[config.mk]
export PLATFORM = sky130hd
export DESIGN_NAME = mdm_ctl_stat
export DESIGN_NICKNAME = d
export VERILOG_FILES = /design/src/rtl/mdm_pkg.sv /design/src/rtl/mdm_rst_sync.sv /design/src/rtl/mdm_line_sync.sv /design/src/rtl/mdm_ctrl_reg.sv /design/src/rtl/mdm_delta_track.sv /design/src/rtl/mdm_ctl_stat.sv
export SDC_FILE = /design/constraint.sdc
export NUM_CORES = 1
export LEC_CHECK = 0
export ABC_AREA = 1
export ABC_CLOCK_PERIOD_IN_PS = 1000
export BUFFER_PORTS_ARGS = -buffer_cell sky130_fd_sc_hd__clkbuf_2
export CAP_MARGIN = 20
export CORE_MARGIN = 2
export CORE_UTILIZATION = 43
export DETAILED_ROUTE_END_ITERATION = 8
export HOLD_SLACK_MARGIN = 0.02
export PLACE_DENSITY = 0.72
export SETUP_SLACK_MARGIN = 0.4
export SYNTH_ARGS = -nofsm -noshare
export SYNTH_HDL_FRONTEND = slang
export SYNTH_SLANG_ARGS = --single-unit
[constraint.sdc]
create_clock -name clk -period 1 [get_ports clk]
set_input_delay 0.2 -clock clk [delete_from_list [all_inputs] [get_ports clk]]
set_output_delay 0.2 -clock clk [all_outputs]
set_load 0.02 [all_outputs]
[src/rtl/mdm_pkg.sv]
package mdm_pkg;

  localparam int unsigned REG_W   = 8;
  localparam int unsigned NLINES  = 4;
  localparam int unsigned CTRL_W  = 5;
  localparam int unsigned RI_IDX  = 2;

  // Line order doubles as status nibble order: [3]=carrier [2]=ring [1]=dsr [0]=cts
  typedef struct packed {
    logic dcd;
    logic ri;
    logic dsr;
    logic cts;
  } mdm_lines_t;

  // Control register layout, bit 4 down to bit 0
  typedef struct packed {
    logic loop;
    logic out2;
    logic out1;
    logic rts;
    logic dtr;
  } mdm_ctrl_t;

  localparam mdm_lines_t LINES_RST = '{dcd: 1'b1, ri: 1'b0, dsr: 1'b1, cts: 1'b1};
  localparam mdm_ctrl_t  CTRL_RST  = '{loop: 1'b0, out2: 1'b1, out1: 1'b0, rts: 1'b0, dtr: 1'b0};

  function automatic mdm_lines_t loop_map(input mdm_ctrl_t c);
    mdm_lines_t m;
    m.dcd = c.out2;
    m.ri  = c.out1;
    m.dsr = c.dtr;
    m.cts = c.rts;
    return m;
  endfunction

endpackage

[src/rtl/mdm_rst_sync.sv]
module mdm_rst_sync #(
  parameter int unsigned STAGES = 2
) (
  input  logic clk,
  input  logic rst_n,
  output logic rst_n_sync
);
  logic [STAGES-1:0] chain_q;
  logic [STAGES-1:0] chain_d;

  always_comb begin
    chain_d = {chain_q[STAGES-2:0], 1'b1};
  end

  always_ff @(posedge clk or negedge rst_n) begin
    if (!rst_n) chain_q <= '0;
    else        chain_q <= chain_d;
  end

  assign rst_n_sync = chain_q[STAGES-1];
endmodule

[src/rtl/mdm_line_sync.sv]
module mdm_line_sync #(
  parameter int unsigned          WIDTH   = 4,
  parameter int unsigned          STAGES  = 2,
  parameter logic [WIDTH-1:0]     RST_VAL = '0
) (
  input  logic             clk,
  input  logic             rst_n,
  input  logic [WIDTH-1:0] async_in,
  output logic [WIDTH-1:0] sync_out
);
  logic [WIDTH-1:0] stage_q [STAGES];
  logic [WIDTH-1:0] stage_d [STAGES];

  for (genvar g = 0; g < STAGES; g++) begin : g_stage
    if (g == 0) begin : g_first
      assign stage_d[g] = async_in;
    end else begin : g_next
      assign stage_d[g] = stage_q[g-1];
    end

    always_ff @(posedge clk or negedge rst_n) begin
      if (!rst_n) stage_q[g] <= RST_VAL;
      else        stage_q[g] <= stage_d[g];
    end
  end

  assign sync_out = stage_q[STAGES-1];
endmodule

[src/rtl/mdm_ctrl_reg.sv]
module mdm_ctrl_reg
  import mdm_pkg::*;
(
  input  logic                       clk,
  input  logic                       rst_n,
  input  logic                       wr_en,
  input  logic [CTRL_W-1:0]          wr_val,
  output mdm_ctrl_t                  ctrl
);
  mdm_ctrl_t ctrl_q;
  mdm_ctrl_t ctrl_d;

  always_comb begin
    ctrl_d = ctrl_q;
    if (wr_en) ctrl_d = mdm_ctrl_t'(wr_val);
  end

  always_ff @(posedge clk or negedge rst_n) begin
    if (!rst_n) ctrl_q <= CTRL_RST;
    else        ctrl_q <= ctrl_d;
  end

  assign ctrl = ctrl_q;
endmodule

[src/rtl/mdm_delta_track.sv]
module mdm_delta_track
  import mdm_pkg::*;
#(
  parameter int unsigned FALL_ONLY_IDX = RI_IDX
) (
  input  logic              clk,
  input  logic              rst_n,
  input  logic [NLINES-1:0] lines_in,
  input  logic              clr,
  output logic [NLINES-1:0] cur,
  output logic [NLINES-1:0] delta
);
  logic [NLINES-1:0] cur_q, cur_d;
  logic [NLINES-1:0] delta_q, delta_d;
  logic [NLINES-1:0] evt;

  for (genvar i = 0; i < NLINES; i++) begin : g_evt
    if (i == FALL_ONLY_IDX) begin : g_fall
      assign evt[i] = cur_q[i] & ~lines_in[i];
    end else begin : g_any
      assign evt[i] = cur_q[i] ^ lines_in[i];
    end
  end

  always_comb begin
    cur_d   = lines_in;
    delta_d = (delta_q & {NLINES{~clr}}) | evt;
  end

  always_ff @(posedge clk or negedge rst_n) begin
    if (!rst_n) begin
      cur_q   <= LINES_RST;
      delta_q <= '0;
    end else begin
      cur_q   <= cur_d;
      delta_q <= delta_d;
    end
  end

  assign cur   = cur_q;
  assign delta = delta_q;
endmodule

[src/rtl/mdm_ctl_stat.sv]
module mdm_ctl_stat
  import mdm_pkg::*;
#(
  parameter int unsigned ADDR_W      = 3,
  parameter int unsigned CTRL_OFS    = 4,
  parameter int unsigned STAT_OFS    = 6,
  parameter int unsigned SYNC_STAGES = 2,
  parameter int unsigned RST_STAGES  = 2
) (
  input  logic              clk,
  input  logic              rst_n,
  input  logic [ADDR_W-1:0] reg_addr,
  input  logic              reg_wr,
  input  logic              reg_rd,
  input  logic [REG_W-1:0]  reg_wdata,
  output logic [REG_W-1:0]  reg_rdata,
  input  logic              line_cts,
  input  logic              line_dsr,
  input  logic              line_dcd,
  input  logic              line_ri,
  output logic              pin_rts,
  output logic              pin_dtr,
  output logic              pin_out1,
  output logic              pin_out2,
  output logic              mdm_irq
);
  localparam logic [ADDR_W-1:0] A_CTRL = ADDR_W'(CTRL_OFS);
  localparam logic [ADDR_W-1:0] A_STAT = ADDR_W'(STAT_OFS);
  localparam int unsigned       PAD_W  = REG_W - CTRL_W;

  logic        rst_n_s;
  mdm_lines_t  raw_lines;
  mdm_lines_t  sync_lines;
  mdm_ctrl_t   ctrl;
  logic [NLINES-1:0] cur_lines;
  logic [NLINES-1:0] delta;
  logic        ctrl_wr;
  logic        stat_rd;
  logic        delta_clr;
  logic        unused_wdata_hi;

  assign unused_wdata_hi = ^reg_wdata[REG_W-1:CTRL_W];

  mdm_rst_sync #(.STAGES(RST_STAGES)) rst_i (
    .clk        (clk),
    .rst_n      (rst_n),
    .rst_n_sync (rst_n_s)
  );

  always_comb begin
    raw_lines.dcd = line_dcd;
    raw_lines.ri  = line_ri;
    raw_lines.dsr = line_dsr;
    raw_lines.cts = line_cts;
  end

  mdm_line_sync #(
    .WIDTH  (NLINES),
    .STAGES (SYNC_STAGES),
    .RST_VAL(LINES_RST)
  ) sync_i (
    .clk      (clk),
    .rst_n    (rst_n_s),
    .async_in (raw_lines),
    .sync_out (sync_lines)
  );

  assign ctrl_wr   = reg_wr && (reg_addr == A_CTRL);
  assign stat_rd   = reg_rd && (reg_addr == A_STAT);
  assign delta_clr = stat_rd && !ctrl.loop;

  mdm_ctrl_reg ctrl_i (
    .clk    (clk),
    .rst_n  (rst_n_s),
    .wr_en  (ctrl_wr),
    .wr_val (reg_wdata[CTRL_W-1:0]),
    .ctrl   (ctrl)
  );

  mdm_delta_track #(.FALL_ONLY_IDX(RI_IDX)) delta_i (
    .clk      (clk),
    .rst_n    (rst_n_s),
    .lines_in (sync_lines),
    .clr      (delta_clr),
    .cur      (cur_lines),
    .delta    (delta)
  );

  always_comb begin
    reg_rdata = '0;
    if (reg_rd) begin
      if (reg_addr == A_CTRL) begin
        reg_rdata = {{PAD_W{1'b0}}, ctrl};
      end else if (reg_addr == A_STAT) begin
        if (ctrl.loop) reg_rdata = {loop_map(ctrl), {NLINES{1'b0}}};
        else           reg_rdata = {cur_lines, delta};
      end
    end
  end

  assign pin_rts  = ctrl.rts  & ~ctrl.loop;
  assign pin_dtr  = ctrl.dtr  & ~ctrl.loop;
  assign pin_out1 = ctrl.out1 & ~ctrl.loop;
  assign pin_out2 = ctrl.out2 & ~ctrl.loop;
  assign mdm_irq  = |delta;

endmodule

==> results.ini <==
[cts]
cts_buffers = 3
htreeDepth = 1
cts-root-buf = clkbuf_4
clkSlewWorstSetupHoldPaths_ns = 0.12
cts.sinks = 23
tritoncts = yes
cts.path.max_buffers = 2
clock_latency_ns = 0.32

[power_and_ir_drop]
p_leak_nw = 0.756
powerDensity_nw_per_um2 = 1350
ir_drop_uv = 1150

[setup_path]
worstPathArrival_ns = 1.31
crit_type = flip-flop to output pin
end_kind = output pin
cp-start-kind = flip-flop
required_ns = 0.80
worstPathMaxFanout = 8

[synthesis]
syn_nets = 122
synth_area_um2 = 970
ys_seq_elements = 23
synthCells = 103
synthFlopType = dfrtp_1
async_flop_share = 1.00
syn_area_per_cell_um2 = 9.41
ys_warn_count = 0
synth_edf_count = 0
synth_cell_types = 18
synth-seq-area-share = 0.606

[placement]
hpwl_um = 1370
numPortBuffers = 28
place_area_um2 = 1300
gp_congestion = 0.709
post-place-cells = 169

[grt]
grt_overflow_total = 0
grt_max_degree = 22
grt_pass1_wl_um = 3000
grt_pass1_vias = 764
antenna_found_initial = 0
grt.total_usage = 0.156

[status]
status = finished with violations
violations = negative setup slack

[sta]
fin_ws_ns = -0.506
clock_skew_ns = 0.000885
setup_viol = 17
clock.fmax_ghz = 0.664
finalMaxSlewViolations = 0
fin_hold_ws_ns = 0.0621
finalHoldViolCount = 0
rsz0062_at_grt = true
post-route-min-period_ns = 1.51
setup-tns-final_ns = -5.90
min_period_over_period = 1.51

[route]
dr.pass1.iters = 4
routed_wl_um = 1980
dr_total_vias = 814
ant_nets = 0
viasPerCell = 4.47
detail_route.iter0.violations = 3
post-route-drc-count = 0
wl_per_cell_um = 10.9

[floorplanning]
std_cell_rows = 17
initial_core_util = 0.447
dieHeight_um = 51.5
die_area_um2 = 2650
core_um2 = 2170
die_x_um = 51.5
ios = 32

[layout]
layout-drive-gt1-share = 0.636
nets = 174
final_cell_mix = 25 x nand2_1, 16 x nand2_2, 15 x clkbuf_2
final_common_cell = nand2_1
postLayoutCellArea_um2 = 1610
fin_cells = 182
area_growth_pct = 65.9
antennaDiodeCount = 0

[min_path]
worstHoldPathType = primary input to flip-flop

[run]
maxCapViolCount = 0

synth_stat cells (2+ instances only):
| cell | count | area, µm² |
|---|---|---|
| nand2_1 | 42 | 158 |
| dfrtp_1 | 13 | 325 |
| dfstp_2 | 10 | 263 |
| inv_1 | 7 | 26.3 |
| nor2_1 | 7 | 26.3 |
| nand3_1 | 5 | 25.0 |
| a21oi_2 | 3 | 26.3 |
| xnor2_1 | 3 | 26.3 |
| inv_2 | 2 | 7.51 |
| nand2_2 | 2 | 12.5 |
| nor2_2 | 2 | 12.5 |
report_power, final:
part / total [mW] / internal, mW / switching (mW)
clock: 0.431 / 0.153 / 0.278
sequential: 1.13 / 1.03 / 0.102
combinational: 0.611 / 0.306 / 0.305
per-layer routing:
layer	share of wire	vias to the layer above	track usage
met5	0	-	0
met4	0.024	0	0.105
met3	0.034	5	0.0175
met2	0.52	22	0.269
met1	0.42	376	0.181
li1	-	411	-
layout make-up:
type / count / area (µm²)
Sequential cell: 23 / 593
Fill cell: 158 / 561
Multi-Input combinational cell: 69 / 478
Timing Repair Buffer: 47 / 417
Inverter: 10 / 50.0
Tap cell: 28 / 35.0
Clock buffer: 3 / 22.5
Clock inverter: 1 / 7.51
Timing Repair inverter: 1 / 6.26
through the flow:
stage          utilization  power [mW]  worst slack, ns
6_report             0.742        2.17           -0.506
3_5_place_dp         0.599        1.56           -0.210
3_3_place_gp         0.599        1.55           -0.201
2_1_floorplan            -        1.39          -0.0386
5_1_grt              0.742        2.30           -0.544
4_1_cts              0.708        2.12           -0.503
logic make-up (layout without fill, tap and decap cells):
group	Yosys count	count (layout)	share of synthesized area
AND/OR/NAND/NOR	61	61	0.284
flip-flops	23	23	0.606
buffers and inverters	11	62	0.0465
AO/OA/AOI/OAI	4	4	0.0323
XOR/XNOR	3	3	0.0271
other	1	1	0.00387
worst max-delay path, stage by stage (launching register included):
cell and delay (ns):
dfrtp_2 0.53, inv_8 0.12, nand2_2 0.06, a21oi_4 0.15, buf_8 0.13
registers in the layout (all words and copies together) (netlist names):
register         cells
ctrl_i.ctrl          5
delta_i.cur          4
delta_i.delta        4
rst_i.chain_q        2
sync_i.stage_d       4
sync_i.sync_out      4
repair_timing:
item | 4_1_cts | 5_1_grt
setup endpoints to repair | 25 | 36
pin swaps | 10 | 7
resized for setup | 35 | 27
setup buffers | 1 | 2
hold buffers | 5 | 0
gates cloned | 1 | 0
hold endpoints to repair | 6 | 0
worst paths after layout:
kind | startpoint | to | cells past startpoint | slack [ns]
setup reg to reg | ctrl_i.ctrl[4] | delta_i.delta[2] | 5 | -0.03
hold / removal | reg_wdata[3] | ctrl_i.ctrl[3] | 3 | 0.06
hold reg to reg | rst_i.chain_q[1] | ctrl_i.ctrl[2] | 0 | 0.21
min in group asynchronous | rst_n | rst_i.chain_q[1] | 2 | 0.18
max in group asynchronous | rst_i.chain_q[1] | delta_i.cur[1] | 0 | 0.52
setup / recovery | ctrl_i.ctrl[4] | reg_rdata[5] | 4 | -0.51
(Power assumes the default switching activity.)
